--- config.mk ---
export PLATFORM = sky130hd
export DESIGN_NAME = spi_burst_master
export DESIGN_NICKNAME = d
export VERILOG_FILES = /design/src/rtl/spi_burst_pkg.sv /design/src/rtl/spi_byte_fifo.sv /design/src/rtl/spi_burst_engine.sv /design/src/rtl/spi_burst_master.sv
export SDC_FILE = /design/constraint.sdc
export NUM_CORES = 1
export LEC_CHECK = 0
export BUFFER_PORTS_ARGS = -buffer_cell sky130_fd_sc_hd__buf_2
export CAP_MARGIN = 20
export CORE_MARGIN = 8
export CORE_UTILIZATION = 50
export CTS_CLUSTER_SIZE = 12
export DETAILED_ROUTE_END_ITERATION = 6
export PLACE_DENSITY = 0.68
export SYNTH_ARGS = -nofsm -noshare
export SYNTH_HDL_FRONTEND = slang
export SYNTH_SLANG_ARGS = --single-unit
--- constraint.sdc ---
create_clock -name clk -period 4.1 [get_ports clk]
set_input_delay 0.615 -clock clk [delete_from_list [all_inputs] [get_ports clk]]
set_output_delay 0.615 -clock clk [all_outputs]
set_load 0.02 [all_outputs]
--- src/rtl/spi_burst_pkg.sv ---
package spi_burst_pkg;
    typedef enum logic [2:0] {ST_IDLE, ST_LOAD, ST_LOW, ST_HIGH, ST_FIN} eng_state_t;

    localparam logic [2:0] A_CTRL   = 3'd0;
    localparam logic [2:0] A_CLK    = 3'd1;
    localparam logic [2:0] A_BURST  = 3'd2;
    localparam logic [2:0] A_TXCNT  = 3'd3;
    localparam logic [2:0] A_TXDATA = 3'd4;
    localparam logic [2:0] A_RXDATA = 3'd5;
    localparam logic [2:0] A_STATUS = 3'd6;

    localparam int B_EN     = 0;
    localparam int B_MST    = 1;
    localparam int B_TXCLR  = 2;
    localparam int B_RXCLR  = 3;
    localparam int B_XCH    = 4;
    localparam int B_SRST   = 7;
    localparam int B_DIVEN  = 12;
    localparam int TXLVL_LO = 8;
endpackage

--- src/rtl/spi_byte_fifo.sv ---
module spi_byte_fifo #(
    parameter int DEPTH = 64,
    parameter int W     = 8,
    localparam int AW   = $clog2(DEPTH),
    localparam int LW   = $clog2(DEPTH + 1)
) (
    input  logic          clk,
    input  logic          rst_n,
    input  logic          clr,
    input  logic          push,
    input  logic [W-1:0]  din,
    input  logic          pop,
    output logic [W-1:0]  dout,
    output logic [LW-1:0] level
);
    logic [W-1:0]  mem [DEPTH];
    logic [AW-1:0] wp, rp;
    logic [LW-1:0] cnt;
    logic          do_push, do_pop;

    assign do_push = push && (cnt != LW'(DEPTH));
    assign do_pop  = pop && (cnt != '0);

    always_ff @(posedge clk or negedge rst_n) begin
        if (!rst_n) begin
            wp  <= '0;
            rp  <= '0;
            cnt <= '0;
        end else if (clr) begin
            wp  <= '0;
            rp  <= '0;
            cnt <= '0;
        end else begin
            if (do_push) wp <= wp + AW'(1);
            if (do_pop)  rp <= rp + AW'(1);
            cnt <= cnt + LW'(do_push) - LW'(do_pop);
        end
    end

    always_ff @(posedge clk) begin
        if (do_push && !clr) mem[wp] <= din;
    end

    assign dout  = (cnt == '0) ? '0 : mem[rp];
    assign level = cnt;
endmodule

--- src/rtl/spi_burst_engine.sv ---
module spi_burst_engine
    import spi_burst_pkg::*;
#(
    parameter int CW = 8,
    parameter int HW = 9
) (
    input  logic          clk,
    input  logic          rst_n,
    input  logic          abort,
    input  logic          start,
    input  logic [CW-1:0] burst_len,
    input  logic [CW-1:0] tx_len,
    input  logic [HW-1:0] half_per,
    input  logic          tx_avail,
    input  logic [7:0]    tx_byte,
    output logic          tx_pop,
    output logic          rx_push,
    output logic [7:0]    rx_byte,
    output logic          done,
    output logic          sck,
    output logic          cs_n,
    output logic          mosi,
    input  logic          miso
);
    eng_state_t    state, nxt;
    logic [HW-1:0] hcnt;
    logic [2:0]    bitn;
    logic [CW-1:0] left, txleft;
    logic [7:0]    shreg, rxsh;
    logic          half_end;

    assign half_end = (hcnt == half_per - HW'(1));

    always_comb begin
        nxt = state;
        unique case (state)
            ST_IDLE: if (start) nxt = (burst_len == '0) ? ST_FIN : ST_LOAD;
            ST_LOAD: nxt = ST_LOW;
            ST_LOW:  if (half_end) nxt = ST_HIGH;
            ST_HIGH: if (half_end) begin
                         if (bitn != 3'd7)        nxt = ST_LOW;
                         else if (left == CW'(1)) nxt = ST_FIN;
                         else                     nxt = ST_LOAD;
                     end
            ST_FIN:  nxt = ST_IDLE;
            default: nxt = ST_IDLE;
        endcase
        if (abort) nxt = ST_IDLE;
    end

    always_ff @(posedge clk or negedge rst_n) begin
        if (!rst_n) state <= ST_IDLE;
        else        state <= nxt;
    end

    always_ff @(posedge clk or negedge rst_n) begin
        if (!rst_n) begin
            hcnt <= '0; bitn <= '0; left <= '0; txleft <= '0;
            shreg <= '0; rxsh <= '0;
        end else if (abort) begin
            hcnt <= '0; bitn <= '0; left <= '0; txleft <= '0;
            shreg <= '0; rxsh <= '0;
        end else begin
            unique case (state)
                ST_IDLE: if (start) begin
                    left   <= burst_len;
                    txleft <= tx_len;
                end
                ST_LOAD: begin
                    shreg <= (txleft != '0 && tx_avail) ? tx_byte : 8'h00;
                    if (txleft != '0) txleft <= txleft - CW'(1);
                    bitn <= '0;
                    hcnt <= '0;
                end
                ST_LOW: begin
                    if (half_end) begin
                        hcnt <= '0;
                        rxsh <= {rxsh[6:0], miso};
                    end else hcnt <= hcnt + HW'(1);
                end
                ST_HIGH: begin
                    if (half_end) begin
                        hcnt <= '0;
                        if (bitn == 3'd7) left <= left - CW'(1);
                        else begin
                            shreg <= {shreg[6:0], 1'b0};
                            bitn  <= bitn + 3'd1;
                        end
                    end else hcnt <= hcnt + HW'(1);
                end
                default: ;
            endcase
        end
    end

    always_comb begin
        sck     = (state == ST_HIGH);
        cs_n    = !(state == ST_LOAD || state == ST_LOW || state == ST_HIGH);
        mosi    = !cs_n && shreg[7];
        tx_pop  = (state == ST_LOAD) && (txleft != '0);
        rx_push = (state == ST_HIGH) && half_end && (bitn == 3'd7);
        rx_byte = rxsh;
        done    = (state == ST_FIN);
    end
endmodule

--- src/rtl/spi_burst_master.sv ---
module spi_burst_master
    import spi_burst_pkg::*;
#(
    parameter int DEPTH = 64,
    parameter int CW    = 8,
    parameter int DW    = 16
) (
    input  logic          clk,
    input  logic          rst_n,
    input  logic          bus_sel,
    input  logic          bus_wr,
    input  logic [2:0]    bus_addr,
    input  logic [DW-1:0] bus_wdata,
    output logic [DW-1:0] bus_rdata,
    output logic          spi_sck,
    output logic          spi_cs_n,
    output logic          spi_mosi,
    input  logic          spi_miso
);
    localparam int LW = $clog2(DEPTH + 1);
    localparam int HW = 9;

    logic          en, mst, xch, srst_pend;
    logic [DW-1:0] clkcfg;
    logic [CW-1:0] burst_r, txcnt_r;
    logic          ctrl_wr, start, eng_done;
    logic          tx_push, tx_pop, rx_push, rx_pop, txf_clr, rxf_clr;
    logic [7:0]    tx_dout, rx_dout, rx_byte;
    logic [LW-1:0] tx_lvl, rx_lvl;
    logic [HW-1:0] half_per;

    assign ctrl_wr  = bus_sel && bus_wr && (bus_addr == A_CTRL);
    assign start    = ctrl_wr && bus_wdata[B_EN] && bus_wdata[B_MST] && bus_wdata[B_XCH]
                      && !xch && !srst_pend;
    assign txf_clr  = srst_pend || (ctrl_wr && bus_wdata[B_TXCLR]);
    assign rxf_clr  = srst_pend || (ctrl_wr && bus_wdata[B_RXCLR]);
    assign tx_push  = bus_sel && bus_wr && (bus_addr == A_TXDATA) && !srst_pend;
    assign rx_pop   = bus_sel && !bus_wr && (bus_addr == A_RXDATA);
    assign half_per = clkcfg[B_DIVEN] ? ({1'b0, clkcfg[7:0]} + HW'(1)) : HW'(1);

    always_ff @(posedge clk or negedge rst_n) begin
        if (!rst_n) begin
            en <= 1'b0; mst <= 1'b0; xch <= 1'b0; srst_pend <= 1'b0;
            clkcfg <= '0; burst_r <= '0; txcnt_r <= '0;
        end else if (srst_pend) begin
            en <= 1'b0; mst <= 1'b0; xch <= 1'b0; srst_pend <= 1'b0;
            clkcfg <= '0; burst_r <= '0; txcnt_r <= '0;
        end else begin
            if (ctrl_wr) begin
                en        <= bus_wdata[B_EN];
                mst       <= bus_wdata[B_MST];
                srst_pend <= bus_wdata[B_SRST];
            end
            if (start)         xch <= 1'b1;
            else if (eng_done) xch <= 1'b0;
            if (bus_sel && bus_wr && bus_addr == A_CLK)   clkcfg  <= bus_wdata;
            if (bus_sel && bus_wr && bus_addr == A_BURST) burst_r <= bus_wdata[CW-1:0];
            if (bus_sel && bus_wr && bus_addr == A_TXCNT) txcnt_r <= bus_wdata[CW-1:0];
        end
    end

    spi_byte_fifo #(.DEPTH(DEPTH), .W(8)) u_txq (
        .clk(clk), .rst_n(rst_n), .clr(txf_clr),
        .push(tx_push), .din(bus_wdata[7:0]),
        .pop(tx_pop), .dout(tx_dout), .level(tx_lvl)
    );

    spi_byte_fifo #(.DEPTH(DEPTH), .W(8)) u_rxq (
        .clk(clk), .rst_n(rst_n), .clr(rxf_clr),
        .push(rx_push && !srst_pend), .din(rx_byte),
        .pop(rx_pop), .dout(rx_dout), .level(rx_lvl)
    );

    spi_burst_engine #(.CW(CW), .HW(HW)) u_eng (
        .clk(clk), .rst_n(rst_n), .abort(srst_pend), .start(start),
        .burst_len(burst_r), .tx_len(txcnt_r), .half_per(half_per),
        .tx_avail(tx_lvl != '0), .tx_byte(tx_dout), .tx_pop(tx_pop),
        .rx_push(rx_push), .rx_byte(rx_byte), .done(eng_done),
        .sck(spi_sck), .cs_n(spi_cs_n), .mosi(spi_mosi), .miso(spi_miso)
    );

    always_comb begin
        bus_rdata = '0;
        case (bus_addr)
            A_CTRL: begin
                bus_rdata[B_EN]   = en;
                bus_rdata[B_MST]  = mst;
                bus_rdata[B_XCH]  = xch;
                bus_rdata[B_SRST] = srst_pend;
            end
            A_CLK:    bus_rdata = clkcfg;
            A_BURST:  bus_rdata[CW-1:0] = burst_r;
            A_TXCNT:  bus_rdata[CW-1:0] = txcnt_r;
            A_RXDATA: bus_rdata[7:0] = rx_dout;
            A_STATUS: begin
                bus_rdata[LW-1:0]          = rx_lvl;
                bus_rdata[TXLVL_LO +: LW]  = tx_lvl;
            end
            default: ;
        endcase
    end
endmodule

==> flow_metrics.tcl, run 1 <==
set metrics [dict create \
    drive_above_1_share 0.296 \
    critPathCaptureType "output pin" \
    worstMarginPinSlew_ns 1.07 \
    crit_path_frequent_cell "mux4_2" \
    synthCells 2411 \
    die_area_um2 104000 \
    finalInstanceArea_um2 53800 \
    gp_congestion 0.848 \
    p_comb_frac 0.238 \
    register_area_um2 33800 \
    antenna_found_initial 6 \
    power_frac_seq 0.455 \
    relSlewSlack 0.285 \
    via_count 24166 \
    sw_frac_of_total 0.275 \
    required_ns 3.48 \
    ys_seq_area_frac 0.721 \
    dpl.hpwl_mm 66.9 \
    grt_max_degree 81 \
    start_util 0.503 \
    net-switching-power_uw 8720 \
    path_clk_slew_ns 0.06 \
    slew_viol_final 0 \
    clk_latency_ns 0.70 \
    critPathBufInv 3 \
    avgSynthCellArea_um2 19.4 \
    hp-class "primary input to register" \
    min_period_ns 4.19 \
    rsz0062_at_grt "true" \
    tritoncts "built" \
    multiInputGateArea_um2 12300 \
    violations "negative setup slack" \
    cts_buffers 115 \
    hold_violations 0 \
    powerDensity_nw_per_um2 590 \
    cts_buffer_depth 3 \
    layout_setup_ws_ns -0.0917 \
    period_share 1.02 \
    dp.cells 3773 \
    worst-path-max-fanout 6 \
    fillerInstances 6779 \
    layout.nets 2718 \
    syn_nets 2467 \
    drc 0 \
    wl_per_cell_um 26.6 \
    ant_nets 0 \
    die_h_um 322 \
    vdd_ir_drop_max_uv 466 \
    synthFlopType "edfxtp_1" \
    critPathSlowestCell "mux4_2" \
    p_leak_uw 0.0177 \
    yosys.area.top_type "edfxtp_1" \
    synth_area_leaders "edfxtp_1, mux4_2, dfrtp_1" \
    dr.pass1.iters 5 \
    cts_htree_levels 3 \
    drv_cap 0 \
    p_clk_frac 0.307 \
    crit_family "multiplexers" \
    grt_pass1_vias 24990 \
    synthesis.area_um2 46800 \
    synth_top_area_share 0.657 \
    status "complete, but fails checks" \
    tns_ns -0.527 \
    crit_path_cell_trace "buf_12, buf_16, mux4_2, mux4_2, mux4_2, nand2b_1, o211ai_1, buf_4" \
    skew_ns 0.0532 \
    worstPathArrival_ns 3.58 \
    drt_iter0_drc 2691 \
    synthDistinctLibCells 70 \
    worst_hold_slack_ns 0.132 \
    root_buffer "clkbuf_16" \
    crit_type "register to output pin" \
    num_rows 112 \
    yosysWarnings 0 \
    setup_viol 7 \
    placed_area_um2 49800 \
    die_w_um 322 \
    ios 43 \
    syn_to_final_growth_pct 14.9 \
    final_cells 3995 \
    p_int_uw 23000 \
    power_uw 31800 \
    grt_util_all_layers 0.205 \
    cts.sinks 1145 \
    core_um2 93000 \
    synth_seq_cells 1145 \
    avgViaCountPerCell 6.05 \
    fmax_mhz 239 \
    cp_slowest_stage_delay_ns 0.56 \
    async_flop_share 0.106 \
    routed_wl_mm 106 \
    grt_pass1_wl_mm 160 \
    synth-edff-count 1024 \
    overflow 0 \
    portBuffers 42 \
    critPathLaunchType "register" \
]
## cell families (layout without fill, tap and decap cells)
group,count (synthesis),after routing,share of synthesized area
compound gates,173,173,0.0251
xor+xnor,32,32,0.00631
fa+ha+maj,32,32,0.00887
buf+inv,189,518,0.0170
flops,1145,1145,0.721
mux,379,379,0.171
other cells,0,1,0
simple gates,461,461,0.0501
## layout by cell type, fill, tap and decap left out, types with 7 or more instances in the layout
master     synthesis  final
nand4_1            8      8
buf_2             11     37
mux2i_1           41     40
mux4_2           337    337
dfrtp_2            0     12
nand3_1           24     23
clkbuf_16          0    116
or3_1             13     13
xor2_1            14     14
o211ai_1           8      8
or2_2              9      9
nor3_1            13     12
nor3b_1           10      9
buf_4              8    215
edfxtp_1        1024   1024
o21ai_0           48     47
clkinv_1           0     19
buf_16             0     11
nand2_1           75     74
nor2b_1           10     10
nor2_1           163    163
xnor2_1           17     17
a22o_1            25     25
ha_1              30     29
nand3b_1          10     10
a21boi_0           7      7
nor4_1            74     74
inv_1             36     36
nand2b_1          20     19
a21o_1             7      7
a21oi_1           32     31
clkbuf_1          78     38
buf_12             0     18
a22oi_1           11     11
dfrtp_1          121    105
## state kept, by name, indices dropped and copies added (netlist names), 9 cells and up
signal      count
u_rxq.mem     512
clkcfg         16
u_eng.hcnt      9
u_txq.mem     512
## worst reg2reg max path: stages (launching register included)
cell,delay (ns)
dfrtp_1,0.35
ha_2,0.25
nand2_1,0.13
or4_1,0.52
o311ai_1,0.14
or4b_1,0.20
o311ai_2,0.14
o311ai_4,0.12
nand4bb_4,0.21
inv_1,0.07
ha_1,0.22
fa_1,0.45
a21oi_2,0.18
o21bai_1,0.12
a21oi_1,0.18
nor2_1,0.06
or3_1,0.35
a21oi_1,0.15
## routing by layer
| layer | GRT usage | routed length (um) | vias to the layer above |
|---|---|---|---|
| met3 | 0.0402 | 6770 | 205 |
| met1 | 0.275 | 43100 | 12769 |
| met5 | 0 | 61 | - |
| met2 | 0.337 | 52800 | 829 |
| li1 | - | - | 10355 |
| met4 | 0.0699 | 3480 | 8 |
## worst paths after layout
check / from / end / slack (ns) / cells past startpoint
max in group asynchronous: rst_n / u_eng.state[0]$_DFFE_PN0P_ / 2.66 / 3
setup / recovery: u_rxq.rp[0]$_DFFE_PN0P_ / bus_rdata[4] / -0.09 / 8
hold reg to reg: u_eng.shreg[6]$_DFFE_PN0P_ / u_eng.shreg[6]$_DFFE_PN0P_ / 0.49 / 2
hold / removal: bus_wdata[10] / clkcfg[10]$_DFFE_PN0P_ / 0.13 / 2
setup reg to reg: clkcfg[0]$_DFFE_PN0P_ / u_rxq.level[6]$_DFF_PN0_ / 0.14 / 17
min in group asynchronous: rst_n / u_rxq.wp[4]$_DFFE_PN0P_ / 0.55 / 2
## cells in the mapped netlist, types with 9 or more instances
cell type	count
a21oi_1	32
a22o_1	25
a22oi_1	11
buf_1	50
buf_2	11
clkbuf_1	78
dfrtp_1	121
edfxtp_1	1024
ha_1	30
inv_1	36
mux2i_1	41
mux4_2	337
nand2_1	75
nand2b_1	20
nand3_1	24
nand3b_1	10
nor2_1	163
nor2b_1	10
nor3_1	13
nor3b_1	10
nor4_1	74
o21ai_0	48
or2_2	9
or3_1	13
xnor2_1	17
xor2_1	14
## per-stage QoR
step / setup WS [ns] / utilization
2_1_floorplan: 0.0192 / -
3_3_place_gp: 0.0762 / 0.535
3_5_place_dp: 0.0907 / 0.535
4_1_cts: -0.148 / 0.577
5_1_grt: -0.205 / 0.578
6_report: -0.0917 / 0.578
## final cells by class
type                    instances  area share
flip-flops and latches       1145       0.628
diodes                          1   0.0000465
multi-input cells            1077       0.229
inverters                      36     0.00251
repair buffers                287      0.0474
clock inverters                35     0.00579
well taps                    1254      0.0292
clock buffers                 160      0.0581
## repair_timing
action | CTS | global route
hold buffers | 1 | 0
buffers inserted | 13 | 1
gates cloned | 7 | 0
gates resized for setup | 24 | 10
endpoints found under the setup margin | 9 | 9
endpoints found under the hold margin | 7 | 0
## power by group through the flow
stage	sequential, uW	combinational (uW)	clock (uW)
after floorplan	14600	4690	0
after global placement	14900	6610	0
after detailed placement	15000	6740	0
after CTS	14700	7290	9910
after global routing	14500	8110	10300
final	14500	7560	9740
Note: power is estimated with default switching activity, not from simulation.
==> run 2, diff against run 1 <==
--- a/config.mk
+++ b/config.mk
@@ -8,10 +8,9 @@
 export BUFFER_PORTS_ARGS = -buffer_cell sky130_fd_sc_hd__buf_2
 export CAP_MARGIN = 20
 export CORE_MARGIN = 8
-export CORE_UTILIZATION = 50
+export CORE_UTILIZATION = 45
 export CTS_CLUSTER_SIZE = 12
 export DETAILED_ROUTE_END_ITERATION = 6
-export PLACE_DENSITY = 0.68
 export SYNTH_ARGS = -nofsm -noshare
 export SYNTH_HDL_FRONTEND = slang
 export SYNTH_SLANG_ARGS = --single-unit
==> run 2 against run 1 <==
The flow finishes with violations (design-rule violations, negative setup slack). Global-route usage shrank 1.6 points. Maximum frequency shrank 0.91%. Largest power group unchanged. Final cell count up 3.3%. Combinational power increased by 4.1%. Die area rose by 11%. Critical path depth unchanged. Largest cell class unchanged. Non-clock buffer count decreased by 8. First-iteration DRC count decreased by 13%. Clock power increased by 4%.
==> flow_metrics.tcl, run 2 (synthesis results as in run 1) <==
set metrics [dict create \
    avgViaCountPerCell 5.87 \
    sw_frac_of_total 0.280 \
    slew_viol_final 0 \
    syn_to_final_growth_pct 15.6 \
    routed_wl_mm 110 \
    drt_iter0_drc 2329 \
    cts_htree_levels 3 \
    r2r.worst_path.cells 17 \
    powerDensity_nw_per_um2 598 \
    tritoncts "built" \
    worst_hold_slack_ns 0.117 \
    layout_setup_ws_ns -0.130 \
    min_period_ns 4.23 \
    vdd_ir_drop_max_uv 452 \
    hp-class "primary input to register" \
    p_leak_uw 0.0177 \
    p_clk_frac 0.311 \
    regToRegSetupSlack_ns 0.23 \
    via_count 24198 \
    skew_ns 0.0804 \
    n_antenna_cell 0 \
    ant_nets 0 \
    portBuffers 42 \
    dpl.hpwl_mm 68.6 \
    worstMarginPinSlew_ns 1.08 \
    relSlewSlack 0.281 \
    setup_viol 8 \
    worst-path-max-fanout 13 \
    grt.met3_usage 0.0312 \
    fillerInstances 8108 \
    grt_max_degree 81 \
    wl_per_cell_um 26.7 \
    cts_buffers 117 \
    holdPathStages 2 \
    grt_util_all_layers 0.189 \
    worstPathArrival_ns 3.62 \
    finalInstanceArea_um2 54100 \
    critPathLaunchType "register" \
    use_met2 0.312 \
    crit_path_cell_trace "buf_16, buf_4, mux4_2, mux4_2, mux4_2, nand2b_4, o211ai_1, buf_4" \
    num_rows 118 \
    status "complete, but fails checks" \
    overflow 0 \
    hold_violations 0 \
    clk_latency_ns 0.72 \
    grt_pass1_vias 24615 \
    rsz0062_at_grt "true" \
    fmax_mhz 236 \
    period_share 1.03 \
    antenna_found_initial 1 \
    critPathBufInv 3 \
    power_frac_seq 0.446 \
    die_h_um 339 \
    required_ns 3.48 \
    largest_registers "u_rxq.mem (512), u_txq.mem (512), clkcfg (16)" \
    place_ws_ns 0.0388 \
    top_usage_layer "met2" \
    critPathSlowestCell "mux4_2" \
    crit_family "multiplexers" \
    critPathCaptureType "output pin" \
    layout_commonest_cell "edfxtp_1" \
    cts.sinks 1145 \
    die_w_um 339 \
    final_cells 4125 \
    grt_pass1_wl_mm 165 \
    dp.cells 3887 \
    layout.nets 2712 \
    layout.cells.most_common_list "edfxtp_1, mux4_2, buf_4, nor2_1, clkbuf_16" \
    power_uw 32400 \
    die_area_um2 115000 \
    gp_congestion 0.815 \
    dr.pass1.iters 7 \
    path_clk_slew_ns 0.06 \
    cts_buffer_depth 3 \
    net-switching-power_uw 9060 \
    met1_usage 0.266 \
    crit_path_frequent_cell "mux4_2" \
    p_int_uw 23300 \
    cp_slowest_stage_delay_ns 0.57 \
    root_buffer "clkbuf_16" \
    placed_area_um2 49900 \
    crit_type "register to output pin" \
    ios 43 \
    p_comb_frac 0.243 \
    drive_above_1_share 0.297 \
    drc 2 \
    path_depth 8 \
    violations "design-rule violations, negative setup slack" \
    drv_cap 0 \
    core_um2 103000 \
    start_util 0.453 \
]
==> run 2: cell count changes in the layout (fill, tap and decap cells not counted), sizes merged <==
cell / before / now
inv: 37 / 39
clkbuf: 160 / 169
bufinv: 4 / 5
bufbuf: 1 / 0
clkinv: 28 / 33
buf: 285 / 275
clkinvlp: 2 / 1
diode: 1 / 0
==> run 2: layer usage <==
| metal | wire (um) | up-vias |
|---|---|---|
| li1 | - | 10352 |
| met1 | 47300 | 12936 |
| met2 | 54400 | 754 |
| met3 | 6310 | 156 |
| met4 | 2070 | 0 |
| met5 | 0 | - |
==> run 2: timing repair <==
action                     4_1_cts  5_1_grt
pin swaps                        0        3
setup endpoints to repair        9        9
hold buffers                     1        0
setup buffers                    6       12
gates resized for setup         13       13
hold endpoints to repair        53        0
gates cloned                     4        3
==> run 2: power groups by stage <==
stage	combinational [uW]	clock, uW	sequential (uW)
4_1_cts	7400	10300	14700
2_1_floorplan	4690	0	14600
3_5_place_dp	7060	0	15000
5_1_grt	8430	10700	14500
6_report	7870	10100	14400
3_3_place_gp	6930	0	14900
==> run 2: final cells by class <==
| class | instances | area, um2 | share of cell area |
|---|---|---|---|
| clock buffers | 166 | 3200 | 0.0592 |
| clock inverters | 42 | 425 | 0.00786 |
| well taps | 1380 | 1730 | 0.0319 |
| multi-input cells | 1077 | 12300 | 0.227 |
| inverters | 36 | 135 | 0.00250 |
| repair buffers | 279 | 2510 | 0.0463 |
| flip-flops and latches | 1145 | 33800 | 0.625 |
==> run 2: path summary, 6_finish.rpt <==
| check | to | startpoint |
|---|---|---|
| min in group asynchronous | u_rxq.wp[2]$_DFFE_PN0P_ | rst_n |
| max in group asynchronous | u_eng.txleft[6]$_DFFE_PN0P_ | rst_n |
| max | bus_rdata[0] | u_rxq.rp[0]$_DFFE_PN0P_ |
| max reg2reg | u_rxq.level[6]$_DFF_PN0_ | clkcfg[0]$_DFFE_PN0P_ |
| min | clkcfg[11]$_DFFE_PN0P_ | bus_wdata[11] |
| min reg2reg | u_eng.shreg[2]$_DFFE_PN0P_ | u_eng.shreg[2]$_DFFE_PN0P_ |
==> run 2: stage by stage <==
| stage | setup TNS (ns) | utilization |
|---|---|---|
| floorplan | 0 | - |
| global placement | 0 | 0.483 |
| detailed placement | 0 | 0.483 |
| CTS | -1.44 | 0.520 |
| global route | -1.59 | 0.524 |
| finish | -0.884 | 0.524 |
